[config.mk]
export PLATFORM = sky130hd
export DESIGN_NAME = dma_addr_gen
export DESIGN_NICKNAME = d
export VERILOG_FILES = /design/src/rtl/dma_agen_pkg.sv /design/src/rtl/dma_agen_phase.sv /design/src/rtl/dma_agen_step.sv /design/src/rtl/dma_agen_side.sv /design/src/rtl/dma_addr_gen.sv
export SDC_FILE = /design/constraint.sdc
export NUM_CORES = 1
export LEC_CHECK = 0
export BUFFER_PORTS_ARGS = -buffer_cell sky130_fd_sc_hd__buf_2
export CORE_AREA = 2 2 152 154
export DETAILED_ROUTE_END_ITERATION = 8
export DIE_AREA = 0 0 154 156
export PLACE_DENSITY_LB_ADDON = 0.05
export SKIP_LAST_GASP = 1
export SYNTH_ARGS = -nofsm -noshare
export SYNTH_HDL_FRONTEND = slang
export SYNTH_SLANG_ARGS = --single-unit
[constraint.sdc]
create_clock -name clk -period 4.1 [get_ports clk]
set_input_delay 0.82 -clock clk [delete_from_list [all_inputs] [get_ports clk]]
set_output_delay 0.82 -clock clk [all_outputs]
set_load 0.01 [all_outputs]
[src/rtl/dma_agen_pkg.sv]
package dma_agen_pkg;

    parameter int ADDR_W    = 16;
    parameter int NUM_SIDES = 2;

    typedef logic [ADDR_W-1:0] addr_t;

    typedef enum logic [1:0] {
        AM_HOLD  = 2'b00,
        AM_INC   = 2'b01,
        AM_DEC   = 2'b10,
        AM_INDEX = 2'b11
    } amode_e;

    typedef struct packed {
        addr_t elem;
        addr_t frame;
    } idx_set_t;

    typedef struct packed {
        amode_e mode;
        logic   sel;
        addr_t  start;
    } side_cfg_t;

    typedef struct packed {
        logic last;
        logic first_half;
    } step_ctl_t;

    // Amount added to an address after one 16-bit access.
    function automatic addr_t stride(amode_e m, idx_set_t s, step_ctl_t c);
        addr_t d;
        unique case (m)
            AM_INC:   d = addr_t'(1);
            AM_DEC:   d = '1;
            AM_INDEX: begin
                if (c.first_half)  d = addr_t'(1);
                else if (c.last)   d = s.frame;
                else               d = s.elem;
            end
            default:  d = '0;
        endcase
        return d;
    endfunction

endpackage

[src/rtl/dma_agen_phase.sv]
module dma_agen_phase (
    input  logic clk,
    input  logic rst,
    input  logic restart,
    input  logic dword,
    input  logic xfer,
    output logic first_half
);
    logic second_q;

    always_ff @(posedge clk) begin
        if (rst || restart || !dword) second_q <= 1'b0;
        else if (xfer)                second_q <= ~second_q;
    end

    assign first_half = dword && !second_q;
endmodule

[src/rtl/dma_agen_step.sv]
module dma_agen_step
    import dma_agen_pkg::*;
(
    input  amode_e    mode,
    input  idx_set_t  set0,
    input  idx_set_t  set1,
    input  logic      sel,
    input  step_ctl_t ctl,
    input  addr_t     cur,
    output addr_t     nxt
);
    idx_set_t chosen;

    always_comb begin
        chosen = sel ? set1 : set0;
        nxt    = cur + stride(mode, chosen, ctl);
    end
endmodule

[src/rtl/dma_agen_side.sv]
module dma_agen_side
    import dma_agen_pkg::*;
(
    input  logic      clk,
    input  logic      rst,
    input  side_cfg_t cfg,
    input  idx_set_t  set0,
    input  idx_set_t  set1,
    input  step_ctl_t ctl,
    input  logic      start,
    input  logic      reload,
    input  logic      xfer,
    input  logic      shadow_wr,
    input  addr_t     shadow_in,
    output addr_t     addr
);
    addr_t addr_q, shadow_q, reload_val, next_val;

    dma_agen_step u_step (
        .mode (cfg.mode),
        .set0 (set0),
        .set1 (set1),
        .sel  (cfg.sel),
        .ctl  (ctl),
        .cur  (addr_q),
        .nxt  (next_val)
    );

    // A write landing with the completion is the value taken.
    assign reload_val = shadow_wr ? shadow_in : shadow_q;

    always_ff @(posedge clk) begin
        if (rst) begin
            shadow_q <= '0;
        end else if (shadow_wr) begin
            shadow_q <= shadow_in;
        end
    end

    always_ff @(posedge clk) begin
        if (rst)         addr_q <= '0;
        else if (start)  addr_q <= cfg.start;
        else if (reload) addr_q <= reload_val;
        else if (xfer)   addr_q <= next_val;
    end

    assign addr = addr_q;
endmodule

[src/rtl/dma_addr_gen.sv]
module dma_addr_gen
    import dma_agen_pkg::*;
(
    input  logic              clk,
    input  logic              rst,
    input  logic              start,
    input  logic [ADDR_W-1:0] src_start,
    input  logic [ADDR_W-1:0] dst_start,
    input  logic [1:0]        src_mode,
    input  logic [1:0]        dst_mode,
    input  logic              src_sel,
    input  logic              dst_sel,
    input  logic [ADDR_W-1:0] elem_idx0,
    input  logic [ADDR_W-1:0] frame_idx0,
    input  logic [ADDR_W-1:0] elem_idx1,
    input  logic [ADDR_W-1:0] frame_idx1,
    input  logic              xfer,
    input  logic              last_elem,
    input  logic              dword,
    input  logic              block_done,
    input  logic              autoinit,
    input  logic              shadow_wr,
    input  logic [ADDR_W-1:0] src_shadow,
    input  logic [ADDR_W-1:0] dst_shadow,
    output logic [ADDR_W-1:0] src_addr,
    output logic [ADDR_W-1:0] dst_addr
);
    localparam int SRC = 0;
    localparam int DST = 1;

    side_cfg_t cfg       [NUM_SIDES];
    addr_t     shadow_in [NUM_SIDES];
    addr_t     addr      [NUM_SIDES];
    idx_set_t  set0, set1;
    step_ctl_t ctl;
    logic      first_half;
    logic      reload;

    always_comb begin
        cfg[SRC]       = '{mode: amode_e'(src_mode), sel: src_sel, start: src_start};
        cfg[DST]       = '{mode: amode_e'(dst_mode), sel: dst_sel, start: dst_start};
        shadow_in[SRC] = src_shadow;
        shadow_in[DST] = dst_shadow;
        set0           = '{elem: elem_idx0, frame: frame_idx0};
        set1           = '{elem: elem_idx1, frame: frame_idx1};
        ctl            = '{last: last_elem, first_half: first_half};
        reload         = block_done && autoinit;
    end

    dma_agen_phase u_phase (
        .clk        (clk),
        .rst        (rst),
        .restart    (start || block_done),
        .dword      (dword),
        .xfer       (xfer),
        .first_half (first_half)
    );

    for (genvar s = 0; s < NUM_SIDES; s++) begin : g_side
        dma_agen_side u_side (
            .clk       (clk),
            .rst       (rst),
            .cfg       (cfg[s]),
            .set0      (set0),
            .set1      (set1),
            .ctl       (ctl),
            .start     (start),
            .reload    (reload),
            .xfer      (xfer),
            .shadow_wr (shadow_wr),
            .shadow_in (shadow_in[s]),
            .addr      (addr[s])
        );
    end

    assign src_addr = addr[SRC];
    assign dst_addr = addr[DST];
endmodule

# Word-level counts from Yosys, hierarchy flattened
# Cells that the tools add are included.
[totals] reg_bits=65 output_inout_bits=32 in_bits=143 word_cells=38
[classes] bitwise=1 eq_ne=6 n_mux=16 addsub=2 n_reduce_logical=8
[op_table] operator="16-bit two-way mux" n=12
[op_table] operator="16-bit one-hot mux with 3 select lines" n=2
[op_table] operator="32-bit two-way mux" n=2
[op_table] operator="16-bit adder" n=2
[op_table] operator="2-bit == test (second input constant)" n=4
[op_table] operator="2-bit by 1-bit == test with 1-bit output (second input constant)" n=2
[op_table] operator="1-bit logical OR" n=3
[op_table] operator="3-bit nonzero test" n=1
[op_table] operator="1-bit logical AND" n=2
[op_table] operator="1-bit zero test" n=2
[op_table] operator="1-bit inverter" n=1

# Logic depth before layout (Yosys ltp)
[logic_depth] depth_word=8 ltp_mapped=14 mapped_depth_nobuf=12

# By module
# Synthesis repeated with hierarchy kept, for this count alone.
[hier_totals] cells_unflattened=608 hier_area_um2=5490.3
[by_module_without_submodules] module="dma_agen_side" area_per_inst_um2=1457.6 cells_per_inst=153 seq_area_each_um2=640.6 n_inst=2
[by_module_without_submodules] module="dma_agen_step at g_side[1].u_side.u_step" area_per_inst_um2=1285.0 cells_per_inst=145 seq_area_each_um2=0.0 n_inst=1
[by_module_without_submodules] module="dma_agen_step at g_side[0].u_side.u_step" area_per_inst_um2=1223.7 cells_per_inst=151 seq_area_each_um2=0.0 n_inst=1
[by_module_without_submodules] module="dma_agen_phase" area_per_inst_um2=52.6 cells_per_inst=4 seq_area_each_um2=20.0 n_inst=1
[by_module_without_submodules] module="dma_addr_gen" area_per_inst_um2=13.8 cells_per_inst=2 seq_area_each_um2=0.0 n_inst=1

# Least setup slack after synthesis
# OpenSTA, ideal clock, no wires.
[synth_timing] kind="input to register" startpoint="input dst_sel" endpoint="register g_side[1].u_side.addr_q[14]" slack_ns=0.528 required_time_ns=3.984 n_path_buf=2 path_stages=13 arrival_time_ns=3.456 setup_time_ns=0.116 path_cell_list="buf_6 -> buf_2 -> mux4_2 -> o22a_1 -> ha_1 -> inv_1 -> fa_1 -> nor2b_1 -> o31a_1 -> o2111ai_1 -> nand3_2 -> a311o_1 -> o211a_1"
[synth_between] elab_chain_len=8
[synth_rtl] element="start: declaration" line_no="dma_addr_gen.sv:12" rtl="input logic dst_sel,"
[synth_rtl] element="32-bit two-way mux" line_no="dma_agen_step.sv:15" rtl="chosen = sel ? set1 : set0;"
[synth_rtl] element="16-bit two-way mux" line_no="dma_agen_pkg.sv:39" rtl="else if (c.last) d = s.frame;"
[synth_rtl] element="16-bit two-way mux" line_no="dma_agen_pkg.sv:38" rtl="if (c.first_half) d = addr_t'(1);"
[synth_rtl] element="16-bit one-hot mux with 3 select lines" line_no="dma_agen_pkg.sv:34" rtl="unique case (m)"
[synth_rtl] element="16-bit adder" line_no="dma_agen_step.sv:16" rtl="nxt = cur + stride(mode, chosen, ctl);"
[synth_rtl] element="16-bit two-way mux" line_no="dma_agen_side.sv:44" rtl="else if (xfer) addr_q <= next_val;"
[synth_rtl] element="16-bit two-way mux" line_no="dma_agen_side.sv:43" rtl="else if (reload) addr_q <= reload_val;"
[synth_rtl] element="16-bit two-way mux" line_no="dma_agen_side.sv:42" rtl="else if (start) addr_q <= cfg.start;"
[synth_rtl] element="end signal: assignment" line_no="dma_agen_side.sv:42"
[synth_rtl] element="end signal: assignment" line_no="dma_agen_side.sv:43"
[synth_rtl] element="end signal: assignment" line_no="dma_agen_side.sv:44"
[synth_rtl] element="end: declaration" line_no="dma_agen_side.sv:17" rtl="addr_t addr_q, shadow_q, reload_val, next_val;"
# No other way between the ends. The select of a mux whose other input is x is not followed.
# A chain may end at the register's enable or synchronous reset.

# Final worst setup path
[layout_timing] startpoint="input src_sel" endpoint="register g_side[0].u_side.addr_q[15]"
[layout_between] elab_chain_len=8
[layout_rtl] element="start: declaration" line_no="dma_addr_gen.sv:11" rtl="input logic src_sel,"
[layout_rtl] element="32-bit two-way mux" line_no="dma_agen_step.sv:15"
[layout_rtl] element="16-bit two-way mux" line_no="dma_agen_pkg.sv:39"
[layout_rtl] element="16-bit two-way mux" line_no="dma_agen_pkg.sv:38"
[layout_rtl] element="16-bit one-hot mux with 3 select lines" line_no="dma_agen_pkg.sv:34"
[layout_rtl] element="16-bit adder" line_no="dma_agen_step.sv:16"
[layout_rtl] element="16-bit two-way mux" line_no="dma_agen_side.sv:44"
[layout_rtl] element="16-bit two-way mux" line_no="dma_agen_side.sv:43"
[layout_rtl] element="16-bit two-way mux" line_no="dma_agen_side.sv:42"
[layout_rtl] element="end signal: assignment" line_no="dma_agen_side.sv:42"
[layout_rtl] element="end signal: assignment" line_no="dma_agen_side.sv:43"
[layout_rtl] element="end signal: assignment" line_no="dma_agen_side.sv:44"
[layout_rtl] element="end: declaration" line_no="dma_agen_side.sv:17"
# No other way between the ends. The select of a mux whose other input is x is not followed.

==> metrics.md <==
| Metric | Value |
|---|---|
| Core area | approximately 22000 sq um |
| ANT nets after route | 0 |
| Synth Warn # | 0 |
| CP arrival | 3.79 ns |
| Complex-gate fraction of the synthesized area | 0.2641 |
| Share of layout cells above drive strength 1 | 0.3065 |
| # Max-Cap Violations | 0 |
| Post-synth EDFFs | 0 |
| Number of synthesized register bits | 65 |
| Clock sink total | 65 |
| Global route overflow | 0 |
| Core Rows | 55 |
| Logic pwr share | 0.309 |
| Synth Area in XOR/XNOR | 0.03180 |
| Power Density | roughly 330 nW/um^2 |
| Die Y-Extent | 156 um |
| Hold-fix buffers, CTS | 0 |
| Sequential share of the synthesized area | 0.2362 |
| Layout area overhead | 26.12% |
| Input/output buffers | 174 |
| Clock-pin slew on the worst setup and hold paths | around 0.060 ns |
| Min Tclk post-route | about 3.5 ns |
| DRC | 0 |
| Crit Reg-Reg Startpoint | u_phase.second_q$_SDFFE_PP0P_ |
| CP Launch Point | src_sel |
| Clock share of power | 0.372 |
| Synth Area in Adders | 0.07540 |
| Commonest non-fill, non-tap cell in the layout | buf_2 |
| Unrepaired setup endpoints after global routing | no |
| Main combinational cell family by area after synthesis | compound AO/OA/AOI/OAI gates |
| Cell count after synthesis | roughly 640 |
| Slew Limit Fails | 0 |
| Req. time, crit path | roughly 4.4 ns |
| Worst Max-Slew Pin Slew | 0.8488 ns |
| Hold_sp | g_side[0].u_side.shadow_q[1]$_SDFF_PP0_ |
| Post-synthesis mux area share | 0.2012 |
| Crit. End Element | flop |
| Status | finished, final reports clean |
| Int Pwr | 1.522 mW |
| Synth Cell Area | roughly 5500 sq um |
| Leak Pwr | 3.242 nW |
| Tcrit/Tclk final | 0.8632 |
| Final antenna diode count | 0 |
| FMAX | between 200 and 300 MHz |
| Post-Syn Area per Cell | 8.621 sq um |
| Final Hold Fails | 0 |
| Most frequent cells in the layout | buf_2, a21oi_1, dfxtp_1 |
| Number of antenna violations at the first check in global routing | 0 |
| Fin worst setup slack | approximately 0.56 ns |
| Chip width | ~150 um |
| Setup crit start kind | input port |
| Post-DP HPWL | ~17000 um |
| CTS tree | built |
| Routed len/inst | between 15 and 20 um |
| Placed Area | ~6600 sq um |
| Reg power frac | 0.319 |
| Final setup fails | 0 |
| Number of global-route vias before repair | between 5000 and 6000 |
| Initial Util | 0.2463 |
| Post-route cell area | between 6000 and 7000 sq um |
| First drt pass iteration count | 5 |
| Predominant post-synthesis flop cell | dfxtp_1 |
| GR Util All Layers | 0.1710 |
| Vias | around 5400 |
| Die area | between 20000 and 25000 sq um |
| Routed WL | 20880 um |
| WS Path Type | input port to flop |
| Switching power | approximately 0.75 mW |
| Clk_skew | ~0.0068 ns |
| Ports | about 180 |
| Post_cts resized | 0 |
| Slew headroom | 0.4320 |
| Simple-gate share of the synthesized area | 0.1242 |
| Placer Congestion | just over 0.8 |
| Distinct cells, synth | 67 |
| Post-CTS Setup Bufs | 0 |
| Post-Synthesis Net Count | slightly above 800 |
| Worst vdd ir | ~0.00018 V |
| Post-synth ARST share | 0 |
| HP Class | flop to flop |
| First-pass GRT wire length | 31610 um |
| Layout net count | about 970 |
| Clock Tree Root | clkbuf_16 |
| CTS buffer count | 9 |
| Post-Route Setup TNS | 0 ns |
| Number of H-tree levels | 3 |
| Iter 0 DRT Violations | ~320 |
| Vias/cell | roughly 5.0 |
| CTS max path bufs | 2 |
| Pin count of the biggest net entering global routing | 39 |
| Dpl ws | roughly 0.16 ns |
| Sw Ratio | 0.3305 |
| CP Max Fanout | 10 |
| Clk_lat worst skew | 0.34 ns |
-- flip-flops by register name, indices dropped and copies added, names as in the netlist --
| signal | cells |
|---|---|
| g_side.u_side.addr | 32 |
| g_side.u_side.shadow_q | 32 |
| u_phase.second_q | 1 |
-- final timing paths --
kind / end / slack [ns] / cells after the start
setup / recovery: g_side[0].u_side.addr[15]$_SDFFE_PP0P_ / 0.56 / 12
hold / removal: g_side[0].u_side.shadow_q[1]$_SDFF_PP0_ / 0.49 / 2
setup reg to reg: g_side[0].u_side.addr[15]$_SDFFE_PP0P_ / 1.01 / 10
hold reg to reg: g_side[0].u_side.shadow_q[1]$_SDFF_PP0_ / 0.49 / 2
-- power groups by stage --
stage	clock network, mW	logic, mW	registers (mW)
2_1_floorplan	0	0.449	0.731
3_3_place_gp	0	0.703	0.740
3_5_place_dp	0	0.703	0.740
4_1_cts	0.856	0.707	0.727
5_1_grt	0.881	0.780	0.732
6_report	0.845	0.703	0.726
-- stage by stage --
step	hold WS, ns	utilization	instances	total power, mW
floorplan	0.4486	-	639	1.180
global placement	0.4719	0.2963	1065	1.443
detailed placement	0.4815	0.2963	1065	1.444
CTS	0.4966	0.3107	1081	2.290
global route	0.5147	0.3107	1081	2.393
finish	0.4905	0.3107	1081	2.274
-- cell families (layout without fill, tap and decap cells) --
family | Yosys count | count (layout)
flip-flops | 65 | 65
multiplexers | 71 | 71
adder cells (fa/ha/maj) | 32 | 32
AO/OA/AOI/OAI | 222 | 222
AND/OR/NAND/NOR | 143 | 143
XOR/XNOR | 20 | 20
buffers and inverters | 86 | 243
-- synthesized netlist by cell type (all sizes together) (11+ instances only) --
library cell,number,area share
a21oi,66,0.060
dfxtp,65,0.24
nor2,59,0.040
o21ai,43,0.040
a211oi,40,0.056
mux2i,38,0.069
inv,36,0.025
ha,30,0.068
mux4,30,0.13
clkbuf,26,0.018
buf,23,0.024
nand2,18,0.012
nor3,17,0.015
a21o,12,0.016
a221oi,11,0.017
nand3,11,0.011
xnor2,11,0.017
-- final cells by class --
cell class	instances	area [sq um]
clock inverters	7	95.09
repair buffers	190	991.0
multi-input cells	488	3840
fillers	2389	15420
inverters	37	138.9
flip-flops and latches	65	1301
well taps	285	356.6
clock buffers	9	225.2
-- per-layer routing --
layer / part of all wire / GRT usage
met2: 0.43 / 0.2659
met5: 0 / 0
met4: 0.0070 / 0.03338
met1: 0.51 / 0.2494
met3: 0.050 / 0.02861
-- worst max-delay path: stages --
cell and delay [ns]:
buf_2 0.28, mux2_2 0.38, a21oi_1 0.20, o21a_1 0.27
inv_1 0.07, ha_1 0.27, a21oi_1 0.32, o211ai_2 0.19
a211oi_2 0.43, o21ai_0 0.19, xnor2_1 0.16, a211oi_1 0.21
Note: power is estimated with default switching activity, not from simulation.
